==> src/rtl/cap_pkg.sv <==
package cap_pkg;
    localparam int MB_ADDR_W   = 9;
    localparam int CODE_W      = 3;
    localparam int MAX_CODE_EN = 3;
    localparam int MAX_CODE_DIS = 2;
    localparam int WIN_BYTES   = 8;
    localparam int MAX_BYTES   = 2 ** (MAX_CODE_EN + 1);
    localparam int CNT_W       = $clog2(MAX_BYTES + 1);

    typedef enum logic [1:0] {
        RB_IDLE  = 2'd0,
        RB_FETCH = 2'd1,
        RB_DONE  = 2'd2
    } rb_state_e;
endpackage

==> src/rtl/cap_wr_ctrl.sv <==
module cap_wr_ctrl
    import cap_pkg::*;
#(
    parameter int DEPTH = 16
) (
    input  logic                     clk,
    input  logic                     rst_n,
    input  logic                     cmd_start,
    input  logic                     cmd_bank_en,
    input  logic [CODE_W-1:0]        cmd_code,
    input  logic                     rx_valid,
    output logic                     accept,
    output logic                     we,
    output logic [$clog2(DEPTH)-1:0] waddr
);
    localparam int AW = $clog2(DEPTH);

    typedef struct packed {
        logic             active;
        logic             en;
        logic [CNT_W-1:0] cnt;
        logic [CNT_W-1:0] lim;
        logic [AW-1:0]    ptr;
    } wr_st_t;

    wr_st_t st_d, st_q;
    logic [CODE_W-1:0] eff_code;

    always_comb begin
        st_d   = st_q;
        accept = st_q.active && rx_valid && !cmd_start && (st_q.cnt < st_q.lim);
        if (cmd_bank_en) begin
            eff_code = (cmd_code > CODE_W'(MAX_CODE_EN)) ? CODE_W'(MAX_CODE_EN) : cmd_code;
        end else begin
            eff_code = (cmd_code > CODE_W'(MAX_CODE_DIS)) ? CODE_W'(MAX_CODE_DIS) : cmd_code;
        end
        if (cmd_start) begin
            st_d.active = 1'b1;
            st_d.en     = cmd_bank_en;
            st_d.cnt    = '0;
            st_d.lim    = CNT_W'(1) << (eff_code + CODE_W'(1));
            st_d.ptr    = '0;
        end else if (accept) begin
            st_d.cnt = st_q.cnt + CNT_W'(1);
            st_d.ptr = st_q.ptr + AW'(1);
        end
    end

    always_ff @(posedge clk or negedge rst_n) begin
        if (!rst_n) st_q <= '0;
        else        st_q <= st_d;
    end

    assign we    = accept && st_q.en;
    assign waddr = st_q.ptr;

    assert_cnt_bound_R3: assert property (@(posedge clk) disable iff (!rst_n)
        st_q.cnt <= st_q.lim);

    assert_addr_wrap_R4: assert property (@(posedge clk) disable iff (!rst_n)
        ($past(we) && we) |-> (waddr == AW'($past(waddr) + AW'(1))));
endmodule

==> src/rtl/cap_window.sv <==
module cap_window
    import cap_pkg::*;
(
    input  logic                   clk,
    input  logic                   rst_n,
    input  logic                   clr,
    input  logic                   shift_en,
    input  logic [7:0]             din,
    output logic [WIN_BYTES*8-1:0] win
);
    logic [WIN_BYTES*8-1:0] win_d, win_q;

    always_comb begin
        win_d = win_q;
        if (clr)           win_d = '0;
        else if (shift_en) win_d = {win_q[WIN_BYTES*8-9:0], din};
    end

    always_ff @(posedge clk or negedge rst_n) begin
        if (!rst_n) win_q <= '0;
        else        win_q <= win_d;
    end

    assign win = win_q;

    assert_window_shift_R6: assert property (@(posedge clk) disable iff (!rst_n)
        ($past(shift_en) && !$past(clr)) |-> (win_q[15:8] == $past(win_q[7:0])));
endmodule

==> src/rtl/cap_readback.sv <==
module cap_readback
    import cap_pkg::*;
#(
    parameter int DEPTH = 16
) (
    input  logic                     clk,
    input  logic                     rst_n,
    input  logic                     trigger,
    input  logic [MB_ADDR_W-1:0]     addr_in,
    input  logic [7:0]               mem_rdata,
    output logic [$clog2(DEPTH)-1:0] rd_addr,
    output logic                     busy,
    output logic [7:0]               rd_byte
);
    localparam int AW = $clog2(DEPTH);

    typedef struct packed {
        rb_state_e     state;
        logic [AW-1:0] addr;
        logic [7:0]    data;
    } rb_st_t;

    rb_st_t st_d, st_q;

    always_comb begin
        st_d = st_q;
        unique case (st_q.state)
            RB_IDLE: if (trigger) begin
                st_d.state = RB_FETCH;
                st_d.addr  = addr_in[AW-1:0];
            end
            RB_FETCH: begin
                st_d.data  = mem_rdata;
                st_d.state = RB_DONE;
            end
            default: st_d.state = RB_IDLE;
        endcase
    end

    always_ff @(posedge clk or negedge rst_n) begin
        if (!rst_n) st_q <= '{state: RB_IDLE, addr: '0, data: '0};
        else        st_q <= st_d;
    end

    assign rd_addr = st_q.addr;
    assign busy    = (st_q.state != RB_IDLE);
    assign rd_byte = st_q.data;

    assert_busy_len_R7: assert property (@(posedge clk) disable iff (!rst_n)
        $rose(busy) |=> busy ##1 !busy);

    assert_ignore_busy_R8: assert property (@(posedge clk) disable iff (!rst_n)
        (busy && trigger) |=> $stable(st_q.addr));
endmodule

==> src/rtl/cmd_capture_bank.sv <==
module cmd_capture_bank
    import cap_pkg::*;
#(
    parameter int DEPTH = 16
) (
    input  logic                 clk,
    input  logic                 rst_n,
    input  logic                 cmd_start,
    input  logic                 cmd_bank_en,
    input  logic [CODE_W-1:0]    cmd_code,
    input  logic                 rx_valid,
    input  logic [7:0]           rx_byte,
    input  logic                 mb_trigger,
    input  logic [MB_ADDR_W-1:0] mb_addr,
    output logic                 mb_busy,
    output logic [7:0]           mb_byte,
    output logic [31:0]          rd_lo,
    output logic [31:0]          rd_hi
);
    localparam int AW = $clog2(DEPTH);

    logic          accept, we;
    logic [AW-1:0] waddr, raddr;
    logic [7:0]    bank_q [DEPTH];
    logic [WIN_BYTES*8-1:0] win;

    cap_wr_ctrl #(.DEPTH(DEPTH)) u_wr (
        .clk(clk), .rst_n(rst_n), .cmd_start(cmd_start), .cmd_bank_en(cmd_bank_en),
        .cmd_code(cmd_code), .rx_valid(rx_valid), .accept(accept), .we(we), .waddr(waddr)
    );

    cap_window u_win (
        .clk(clk), .rst_n(rst_n), .clr(cmd_start), .shift_en(accept),
        .din(rx_byte), .win(win)
    );

    cap_readback #(.DEPTH(DEPTH)) u_rb (
        .clk(clk), .rst_n(rst_n), .trigger(mb_trigger), .addr_in(mb_addr),
        .mem_rdata(bank_q[raddr]), .rd_addr(raddr), .busy(mb_busy), .rd_byte(mb_byte)
    );

    always_ff @(posedge clk or negedge rst_n) begin
        if (!rst_n) begin
            for (int i = 0; i < DEPTH; i++) bank_q[i] <= '0;
        end else if (we) begin
            bank_q[waddr] <= rx_byte;
        end
    end

    assign rd_lo = win[31:0];
    assign rd_hi = win[63:32];

    assert_start_clears_R2: assert property (@(posedge clk) disable iff (!rst_n)
        cmd_start |=> (rd_lo == 32'd0 && rd_hi == 32'd0));
endmodule

==> config.mk <==
export PLATFORM = sky130hd
export DESIGN_NAME = cmd_capture_bank
export DESIGN_NICKNAME = d
export VERILOG_FILES = /design/src/rtl/cap_pkg.sv /design/src/rtl/cap_wr_ctrl.sv /design/src/rtl/cap_window.sv /design/src/rtl/cap_readback.sv /design/src/rtl/cmd_capture_bank.sv
export SDC_FILE = /design/constraint.sdc
export NUM_CORES = 1
export LEC_CHECK = 0
export ABC_AREA = 1
export CAP_MARGIN = 20
export CORE_MARGIN = 4
export CORE_UTILIZATION = 65
export DETAILED_ROUTE_END_ITERATION = 6
export DONT_BUFFER_PORTS = 1
export GPL_TIMING_DRIVEN = 0
export PLACE_DENSITY = 0.81
export SLEW_MARGIN = 20
export SYNTH_ARGS = -nofsm -noshare
export SYNTH_HDL_FRONTEND = slang
export SYNTH_HIERARCHICAL = 1
export SYNTH_SLANG_ARGS = --single-unit
==> constraint.sdc <==
create_clock -name clk -period 5.4 [get_ports clk]
set_clock_uncertainty 0.1 [all_clocks]
set_input_delay 0.81 -clock clk [delete_from_list [all_inputs] [get_ports clk]]
set_output_delay 0.81 -clock clk [all_outputs]
set_load 0.03 [all_outputs]
### After elaboration in Yosys (flattened, before gate mapping)

Index checks and enable logic that the tools add are counted.

| word-level totals | value |
|---|---|
| register bits | 222 |
| latch bits | 0 |
| bits in writable memories | 0 |
| bits in read-only memories | 0 |
| output and inout port bits | 73 |
| memories kept | 0 |

| cells by class | value |
|---|---|
| add/subtract/negate cells | 3 |
| multipliers | 0 |
| div/mod/pow operators | 0 |
| magnitude comparators | 6 |
| eq/ne operators | 2 |
| shift-type cells | 1 |
| multiplexer cells | 17 |
| bitwise operators | 2 |
| reduce and logical (&&, ||, !) cells | 10 |

Operator list:

| operator | number |
|---|---|
| $bwmux W128 | 1 |
| $mux W64 | 2 |
| $bmux W8 S4 | 1 |
| $demux W8 S4 | 1 |
| $mux W8 | 3 |
| $ge A5 B5 Y1 const B | 2 |
| $mux W5 | 2 |
| $not A4 Y5 | 2 |
| $mux W3 | 3 |
| $mux W4 | 2 |
| $gt A3 B2 Y1 const B | 2 |
| $mux W6 | 1 |
| $add A5 B1 Y5 const B | 1 |
| $logic_and A1 B1 Y1 | 5 |
| $lt A5 B1 Y1 const B | 1 |
| $lt A5 B5 Y1 | 1 |
| $shl A1 B3 Y5 const A | 1 |
| $add A4 B1 Y4 const B | 1 |
| $pmux W2 S2 | 1 |
| $reduce_bool A2 Y1 | 2 |
| $add A3 B1 Y3 const B | 1 |
| $eq A2 B1 Y1 const B | 1 |
| $logic_not A2 Y1 | 1 |
| $ne A2 B2 Y1 const B | 1 |
| 2 further kinds | 2 |

### Depth between registers and ports, before layout

| logic depth | value |
|---|---|
| depth after elaboration | 6 |
| mapped depth | 14 |

### Cells and area by module

Netlist, hierarchy kept.

Modules (own cells, without submodules):

| module | times used | cells an instance | area each (sq um) |
|---|---|---|---|
| cmd_capture_bank | 1 | 834 | 6,227.2 |
| cap_window | 1 | 277 | 2,603.7 |
| cap_wr_ctrl | 1 | 123 | 962.2 |
| cap_readback | 1 | 69 | 634.4 |

### Worst setup path after synthesis

Ideal clock, no wire load.

| timing | value |
|---|---|
| path kind | input-to-reg |
| from | input rx_valid |
| to | register bank_q[101] (netlist bit) |
| arrival | 2.355 ns |
| setup slack | 2.812 ns |
| cell stages on the path | 13 |
| path through | inv_1 -> nor2_1 -> nand2_1 -> nor2_1 -> nand3_2 -> buf_6 -> nor2_1 -> nand2_1 -> nor2_1 -> nand2_1 -> buf_2 -> nand2_1 -> o21ai_0 |

| between the ends | value |
|---|---|
| longest elaborated chain between the ends | 4 |

RTL lines:

| item | RTL line | text |
|---|---|---|
| from (decl) | cmd_capture_bank.sv:11 | `input logic rx_valid,` |
| $logic_and A1 B1 Y1 (3 in series) | cap_wr_ctrl.sv:31 | `accept = st_q.active && rx_valid && !cmd_start && (st_q.cnt < st_q.lim);` |
| $logic_and A1 B1 Y1 | cap_wr_ctrl.sv:54 | `assign we = accept && st_q.en;` |
| net we | cmd_capture_bank.sv:22 | `logic accept, we;` |
| to (signal, indexed assignment) | cmd_capture_bank.sv:46 | `bank_q[waddr] <= rx_byte;` |
| to (decl) | cmd_capture_bank.sv:24 | `logic [7:0] bank_q [DEPTH];` |

The timed path passes the listed nets, and every way through them passes these cells.
A chain may end at the register's enable or synchronous reset.

### Worst setup path after layout

| timing | value |
|---|---|
| from | register u_wr/st_q[11] (netlist bit) |
| to | register bank_q[37] (netlist bit) |

| between the ends | value |
|---|---|
| longest elaborated chain between the ends | 3 |

RTL lines:

| item | RTL line | text |
|---|---|---|
| from (decl) | cap_wr_ctrl.sv:26 | `wr_st_t st_d, st_q;` |
| from (signal assigned) | cap_wr_ctrl.sv:51 | `else st_q <= st_d;` |
| $lt A5 B5 Y1 | cap_wr_ctrl.sv:31 |  |
| $logic_and A1 B1 Y1 | cap_wr_ctrl.sv:31 |  |
| $logic_and A1 B1 Y1 | cap_wr_ctrl.sv:54 |  |
| net we | cmd_capture_bank.sv:22 |  |

The timed path passes the listed nets, and every way through them passes these cells.

==> impl_metrics.yaml <==
synthesis:
  synth_seq_cells: 222
  synth_edf_count: 0
  yosysSeqAreaShare: 0.5328
  ys.flop_type: "dfrtp_1"
  synth_nets: 1335
  synthTopCellsByCount: "456 x nand2_1, 222 x dfrtp_1, 182 x nand3_1"
  yosysWarnings: 6
  avgSynthCellArea_um2: 8.003
  yosysMostFrequentCell: "nand2_1"
  synth_top_area_frac: 0.5328
  yosysTopAreaCell: "dfrtp_1"
  async_flop_share: 1.000
  syn_inst: 1303
  netlist_top_cells_area: "dfrtp_1 53%, nand2_1 16%, nand3_1 8.7%"
  synth_area_um2: 10430
  synth.distinct_cells: 25
worst_setup_path:
  r2r_cells: 13
  worstSetupStartpointType: "register"
  path_class: "reg -> reg"
  cp-end-kind: "register"
  rr_startpoint: "u_wr/st_q[11]"
  crit_path_end: "bank_q[37]"
  required_ns: 5.67
  startpoint: "u_wr/st_q[11]"
  reg2reg_slack_ns: 2.28
  crit_fanout: 10
  r2r-end: "bank_q[37]"
  cp.arrival_ns: 3.39
cts:
  clk_latency_ns: 0.51
  root_buffer: "clkbuf_16"
  cts_tree: "done"
  ctsResizeCount: 0
  clkTransAtPathRegs_ns: 0.07
  cts_setup_buffers: 0
  htree_num_levels: 1
  cts.sinks: 222
  clockBufferDepth: 3
  numCtsBuffers: 23
routing:
  via_count: 8727
  drt_pass1_iterations: 5
  drt-initial-drc-count: 924
  drcViolationCount: 0
  top_layer_used: "met4"
  routed-wl-met2_um: 12540
  wl_met1_um: 11770
  wl_per_cell_um: 17.79
  vias_per_cell: 5.594
  met3_wirelength_um: 2688
  drt_wl_total_um: 27750
  ant_nets: 0
final_layout:
  antenna_cells: 0
  areaGrowthSynthToFinish_pct: 10.69
  fin_nets: 1360
  drive_above_1_share: 0.09003
  utilization: 0.7292
  final_cells: 1560
sta:
  hold_viol_final: 222
  tightestPinTransition_ns: 0.7772
  fin_crit_ns: 3.120
  setup_slack_ns: 2.280
  slew_viol_final: 0
  slew_headroom: 0.4819
  final-setup-viol-count: 0
  fmax_ghz: 0.3205
  whs_ns: -0.1056
  finalCritPeriodShare: 0.5778
  tns_ns: 0
  rsz0062_at_grt: "false"
power:
  power.density_nw_per_um2: 383.3
  ir_drop_v: 0.0002283
  p_leak_nw: 5.906
  power.total_mw: 4.424
placed_design:
  pre_cts_slack_ns: 2.287
  gp_congestion: 0.9476
  dp_hpwl_um: 18930
  dpl.cell_count: 1519
  portBuffers: 0
die:
  die_h_um: 134.7
  die_area_um2: 18130
  die_x_um: 134.7
  start_util: 0.6588
  design.portCount: 99
  core_um2: 15830
  core.rowCount: 46
global_routing:
  grt_pass1_vias: 8390
  grt_use_total: 0.3115
  gr-total-overflow: 0
  antenna_found_initial: 0
  grt_first_pass_wirelength_um: 44600
  grt_max_degree: 223
status:
  status: "complete, but fails checks"
  violations: "hold timing"
run:
  cap_violations: 0
min_path:
  hold_path.class: "in -> async"
## cells in the final DEF, fill, tap and decap left out, types with 5 or more instances in the layout
cell type  Yosys  routed
nand2_1      456     456
dfrtp_1      222     222
nand3_1      182     182
inv_1        149     149
o21ai_0      148     148
clkbuf_1      29      30
buf_2         23      23
clkbuf_16      0      23
buf_4         20      20
nor2_1        12      12
buf_6         12      12
nand4_1       10      10
nand2_2        7       7
ha_1           6       6
bufinv_16      0       5
clkbuf_8       0       5
## critical path, stage by stage, from the launching register on
cell and delay [ns]:
dfrtp_1 0.46, ha_1 0.33, nand2_1 0.09, nor2_2 0.04, nand2_2 0.16, nand3_2 0.12, buf_6 0.15, nor2_1 0.43
nand2_1 0.13, nor2_1 0.27, nand2_1 0.31, buf_2 0.27, nand2_1 0.06, o21ai_0 0.06
## through the flow
step | hold slack (ns) | instance area (µm²)
floorplan | 0.3222 | 10430
global placement | 0.3358 | 10700
detailed placement | 0.3400 | 10700
CTS | -0.1137 | 11540
global route | -0.1199 | 11540
finish | -0.1056 | 11540
## metal layers
metal / vias to the layer above / GRT usage
met2: 393 / 0.4805
met4: 0 / 0.09955
li1: 4135 / -
met3: 59 / 0.07675
met1: 4140 / 0.4407
met5: - / 0
## kinds of logic (layout without fill, tap and decap cells)
family                   Yosys count  in the layout  share of synthesized area
flip-flops                       222            222                     0.5328
AO/OA/AOI/OAI                    151            151                    0.07271
XOR/XNOR                           2              2                   0.001680
AND/OR/NAND/NOR                  681            681                     0.2798
buffers and inverters            241            282                     0.1058
adder cells (fa/ha/maj)            6              6                   0.007199
## power breakdown
group          switching, mW  internal [mW]
logic                  0.580          0.261
registers             0.0655           1.76
clock network          0.663           1.09
## flip-flops by register name, indices dropped and copies added (netlist names)
name,flops
u_rb/rd_addr,4
u_win/win,64
u_wr/waddr,4
u_wr/st_q,12
u_rb/st_q,2
u_rb/rd_byte,8
bank_q,128
## how the worst min path moves through the flow
stage,start,end,depth (start not counted)
2_1_floorplan,u_wr/st_q[15],u_wr/st_q[15],2
3_3_place_gp,u_wr/st_q[15],u_wr/st_q[15],2
3_5_place_dp,u_wr/st_q[15],u_wr/st_q[15],2
4_1_cts,rst_n,u_win/win[26],0
5_1_grt,rst_n,u_win/win[26],0
6_report,rst_n,u_win/win[32],0
## final cells by class
class	instances	area (µm²)
clock buffer	29	648.1
inverter	154	583.1
fill	1199	4285
sequential	222	5555
clock inverter	12	196.4
tap	216	270.3
multi-input combinational	840	3769
buffer	87	520.5
No activity file was read; power rests on OpenSTA's default activity.
